`config.mk`:
```
export PLATFORM = sky130hd
export DESIGN_NAME = acs_butterfly_pipe
export DESIGN_NICKNAME = d
export VERILOG_FILES = /design/src/rtl/acs_butterfly_pipe.sv
export SDC_FILE = /design/constraint.sdc
export NUM_CORES = 1
export LEC_CHECK = 0
export CAP_MARGIN = 20
export CELL_PAD_IN_SITES_DETAIL_PLACEMENT = 1
export CELL_PAD_IN_SITES_GLOBAL_PLACEMENT = 2
export CORE_ASPECT_RATIO = 0.6
export CORE_MARGIN = 2
export CORE_UTILIZATION = 44
export CTS_BUF_LIST = sky130_fd_sc_hd__clkbuf_8
export DETAILED_ROUTE_END_ITERATION = 8
export DONT_BUFFER_PORTS = 1
export PLACE_DENSITY = 0.93
export SLEW_MARGIN = 20
export SYNTH_ARGS = -nofsm -noshare
export SYNTH_HDL_FRONTEND = slang
export SYNTH_SLANG_ARGS = --single-unit
```
`constraint.sdc`:
```
create_clock -name clk -period 2.59 [get_ports clk]
set_input_delay 0.518 -clock clk [delete_from_list [all_inputs] [get_ports clk]]
set_output_delay 0.518 -clock clk [all_outputs]
set_load 0.005 [all_outputs]
```
`src/rtl/acs_butterfly_pipe.sv`:
```
module acs_butterfly_pipe #(
  parameter int MW = 10,
  parameter int BW = 4
) (
  input  logic          clk,
  input  logic          rst_n,
  input  logic          in_valid,
  input  logic [MW-1:0] pm_a,
  input  logic [MW-1:0] pm_b,
  input  logic [BW-1:0] bm_a0,
  input  logic [BW-1:0] bm_b0,
  input  logic [BW-1:0] bm_a1,
  input  logic [BW-1:0] bm_b1,
  output logic          out_valid,
  output logic [MW-1:0] pm_new0,
  output logic [MW-1:0] pm_new1,
  output logic          dec0,
  output logic          dec1
);
  localparam int EXT = MW + 1 - BW;

  function automatic logic [MW-1:0] sat_add(input logic [MW-1:0] p, input logic [BW-1:0] b);
    logic [MW:0] s;
    s = {1'b0, p} + {{EXT{1'b0}}, b};
    return s[MW] ? {MW{1'b1}} : s[MW-1:0];
  endfunction

  logic          v1, v2;
  logic [MW-1:0] c_a0, c_b0, c_a1, c_b1;
  logic [MW-1:0] q_a0, q_b0, q_a1, q_b1;
  logic          k0, k1;

  always_ff @(posedge clk) begin
    if (!rst_n) begin
      v1 <= 1'b0;
      c_a0 <= '0; c_b0 <= '0; c_a1 <= '0; c_b1 <= '0;
    end else begin
      v1   <= in_valid;
      c_a0 <= sat_add(pm_a, bm_a0);
      c_b0 <= sat_add(pm_b, bm_b0);
      c_a1 <= sat_add(pm_a, bm_a1);
      c_b1 <= sat_add(pm_b, bm_b1);
    end
  end

  always_ff @(posedge clk) begin
    if (!rst_n) begin
      v2 <= 1'b0;
      q_a0 <= '0; q_b0 <= '0; q_a1 <= '0; q_b1 <= '0;
      k0 <= 1'b0; k1 <= 1'b0;
    end else begin
      v2   <= v1;
      q_a0 <= c_a0; q_b0 <= c_b0;
      q_a1 <= c_a1; q_b1 <= c_b1;
      k0   <= c_b0 < c_a0;
      k1   <= c_b1 < c_a1;
    end
  end

  always_ff @(posedge clk) begin
    if (!rst_n) begin
      out_valid <= 1'b0;
      pm_new0 <= '0; pm_new1 <= '0;
      dec0 <= 1'b0; dec1 <= 1'b0;
    end else begin
      out_valid <= v2;
      pm_new0   <= k0 ? q_b0 : q_a0;
      pm_new1   <= k1 ? q_b1 : q_a1;
      dec0      <= k0;
      dec1      <= k1;
    end
  end
endmodule

```
After elaboration in Yosys (flattened, before gate mapping)
Index checks and enable logic that the tools add are counted.
W data, S select, Z words.

cells by class
  add/sub/neg operators = 4
  magnitude comparators = 2
  mux-type cells = 6

operator list
  operator         number
  $mux W10         6
  $add A10 B4 Y11  4
  $lt A10 B10 Y1   2

word-level totals
  flip-flop bits (word level) = 107
  input bits = 39
  output and inout port bits = 23
  logic and storage cells = 29

Depth between registers and ports, before layout
  depth after elaboration = 2
  mapped depth = 6
  mapped depth without buffers = 6

Worst setup path after synthesis
Ideal clock, no wire load.

  path kind = input port to flip-flop
  start = input pm_a[0]
  end = register c_a1[5]
  library setup time = 0.120 ns
  arrival = 1.665 ns
  required time = 2.470 ns
  setup slack = 0.805 ns
  stages on the path = 5
  buffers on the path = 0
  path through = ha_1 > fa_1 > nand3_1 > a211oi_2 > o31a_1

between the ends
  longest elaborated chain between the ends = 2

RTL lines
  item                  RTL line  RTL
  start, declared       8         input logic [MW-1:0] pm_a,
  $add A10 B4 Y11       24        s = {1'b0, p} + {{EXT{1'b0}}, b};
  $mux W10              25        return s[MW] ? {MW{1'b1}} : s[MW-1:0];
  end signal, assigned  41        c_a1 <= sat_add(pm_a, bm_a1);
  end, declared         29        logic [MW-1:0] c_a0, c_b0, c_a1, c_b1;

No other way between the ends.
A chain may end at the register's enable or synchronous reset.

Worst setup path in the final report
  start = input pm_b[0]
  end = register c_b1[8]

between the ends
  longest elaborated chain between the ends = 2

RTL lines
  item                  RTL line  RTL
  start, declared       9         input logic [MW-1:0] pm_b,
  $add A10 B4 Y11       24
  $mux W10              25
  end signal, assigned  42        c_b1 <= sat_add(pm_b, bm_b1);
  end, declared         29

No other way between the ends.

==> results_dict.tcl <==
set metrics [dict create \
    status "finished, final reports clean" \
    drive_above_1_share_pct 7.58 \
    required_ns 2.80 \
    power.leakage_nw 2.02 \
    hp-class "in -> reg" \
    wl_per_cell_um 18.1 \
    clock_sinks 107 \
    synth-edff-count 0 \
    rows 28 \
    synth_warnings 0 \
    period_minus_slack_ns 1.79 \
    io_pins 62 \
    vdd_drop_max_mv 0.292 \
    htree_num_levels 3 \
    final_max_slew_viol_count 0 \
    max_freq_mhz 559 \
    yosysSeqAreaShare_pct 47.6 \
    numCtsBuffers 9 \
    antenna_found_initial 0 \
    drv_cap 0 \
    postRouteAntennaNets 0 \
    synth_top_area_cell "dfxtp_1" \
    p_int_mw 2.43 \
    syn_to_final_growth_pct 7.42 \
    synth_ff_type "dfxtp_1" \
    clockBufferDepth 2 \
    rsz0062_at_grt "false" \
    hold-worst-slack_ns 0.249 \
    end_kind "register" \
    p_switching_mw 0.920 \
    gr-total-overflow 0 \
    synth_top_area_share_pct 47.6 \
    n_fill_cell 1146 \
    place_area_um2 4620 \
    power_density_nw_per_um2 693 \
    viasPerCell 5.36 \
    finClkSkew_ns 0.0112 \
    die-area_um2 11100 \
    holdBufCountCts 0 \
    drc 0 \
    via_count 3197 \
    drtIter0Drc 127 \
    ys_types 39 \
    slew_headroom_pct 57.6 \
    finish.net_count 534 \
    grt_pass1_vias 3234 \
    ys_async_sr_fraction_pct 0 \
    pwr-share-comb_pct 14.1 \
    seqPwrFrac_pct 54.5 \
    synth_area_leaders "dfxtp_1 (48%), ha_1 (9.4%), nor2_1 (6.5%)" \
    avgSynthCellArea_um2 9.79 \
    ys_seq_elements 107 \
    hpwl_um 8620 \
    hold_violations 0 \
    final-setup-viol-count 0 \
    cts_setup_buffers 0 \
    fin_area_um2 4840 \
    drtPass1Iterations 4 \
    min_period_over_period_pct 69.0 \
    synthCells 460 \
    finalSetupTns_ns 0 \
    synth_area_um2 4500 \
    coreArea_um2 9910 \
    pre_cts_ws_ns 0.426 \
    clkSlewWorstSetupHoldPaths_ns 0.10 \
    dieWidth_um 135 \
    worst_slew_pin_slew_ns 0.636 \
    grt_pass1_wl_um 17300 \
    cts_tree "built" \
    crit_path_max_fanout 5 \
    track_usage_pct 21.0 \
    portBuffers 0 \
    root_buffer "clkbuf_8" \
    antenna_cells 0 \
    chipHeight_um 82.4 \
    p_sw_share_pct 27.5 \
    r2r_setup_slack_ns 1.02 \
    setup_slack_ns 0.802 \
    cts_resized 0 \
    syn-num-nets 537 \
    place.gp.congestion 0.874 \
    clockPowerShare_pct 31.4 \
    insertion_delay_ns 0.37 \
    grt_max_degree 43 \
    initial_utilization_pct 45.4 \
    path_class "in -> reg" \
    routed_wl_um 10800 \
    critPathLaunchType "input port" \
    crit_arrival_ns 2.00 \
]
## worst paths after layout
path	start	endpoint	cells past startpoint
setup reg to reg	c_a1[9]$_SDFF_PN0_	k1$_SDFF_PN0_	6
hold reg to reg	v1$_SDFF_PN0_	v2$_SDFF_PN0_	1
setup / recovery	pm_b[0]	c_b1[8]$_SDFF_PN0_	5
hold / removal	pm_b[8]	c_b0[8]$_SDFF_PN0_	1
## state kept, by name (all words and copies together), names as in the netlist
signal and flops:
v2 1, q_b1 10, q_a0 10, c_b0 10
c_b1 10, dec0 1, pm_new1 10, dec1 1
out_valid 1, c_a0 10, k1 1, c_a1 10
pm_new0 10, q_a1 10, v1 1, k0 1
q_b0 10
## metal layers
| metal | vias to the layer above | GRT usage [%] | part of all wire (%) |
|---|---|---|---|
| met5 | - | 0 | 0 |
| li1 | 1574 | - | - |
| met4 | 0 | 4.95 | 1.1 |
| met1 | 1539 | 30.9 | 53 |
| met2 | 75 | 29.7 | 40 |
| met3 | 9 | 6.59 | 6.0 |
## cells by family (layout without fill, tap and decap cells)
family	count (synthesis)	after routing	synth area share [%]
multiplexers	22	22	4.89
XOR/XNOR	8	8	1.56
AND/OR/NAND/NOR	163	163	17.8
buffers and inverters	38	40	3.42
adder cells (fa/ha/maj)	38	38	11.2
AO/OA/AOI/OAI	84	84	13.6
flip-flops	107	107	47.6
## Yosys cell counts, types with 6 or more instances
| master | instances |
|---|---|
| dfxtp_1 | 107 |
| nor2_1 | 78 |
| ha_1 | 34 |
| and2_1 | 27 |
| inv_1 | 22 |
| mux2i_1 | 22 |
| nand2_1 | 22 |
| a21oi_1 | 18 |
| a31oi_1 | 10 |
| a311oi_1 | 8 |
| o21ai_0 | 8 |
| a21o_1 | 6 |
| and3_1 | 6 |
| clkbuf_1 | 6 |
| nand3_1 | 6 |
| nor3_1 | 6 |
## per-stage QoR
stage | cells | total power, mW | util, %
floorplan | 460 | 2.20 | -
global placement | 581 | 2.31 | 46.6
detailed placement | 581 | 2.34 | 46.6
CTS | 597 | 3.38 | 48.8
global route | 597 | 3.52 | 48.8
finish | 597 | 3.35 | 48.8
## placed cells by master (no fill, tap or decap), types with 6 or more instances in the layout
cell type,n
and3_1,6
mux2i_1,22
a311oi_1,8
clkbuf_8,9
nor2_1,78
dfxtp_1,107
nand2_1,22
nand3_1,6
ha_1,34
a21o_1,6
and2_1,27
nor3_1,6
a21oi_1,18
o21ai_0,8
a31oi_1,10
inv_1,23
## worst max-delay path, stage by stage
cell and delay, ns:
ha_1 0.22, fa_1 0.42, nand3_1 0.18, nand2_1 0.15
a311oi_1 0.51
## power by group through the flow
| stage | clock, mW | combinational, mW | sequential (mW) |
|---|---|---|---|
| after floorplan | 0 | 0.373 | 1.83 |
| after global placement | 0 | 0.449 | 1.86 |
| after detailed placement | 0 | 0.472 | 1.87 |
| after CTS | 1.08 | 0.476 | 1.83 |
| after global routing | 1.15 | 0.536 | 1.84 |
| final | 1.05 | 0.473 | 1.83 |
## layout make-up
type                    instances  area, um2  area share (%)
multi-input cells             315       2210            45.6
flip-flops and latches        107       2140            44.3
well taps                     135        169            3.49
clock buffers                   9        124            2.56
clock inverters                 7       88.8            1.84
inverters                      23       86.3            1.79
repair buffers                  1       20.0           0.414
(Power assumes the default switching activity.)
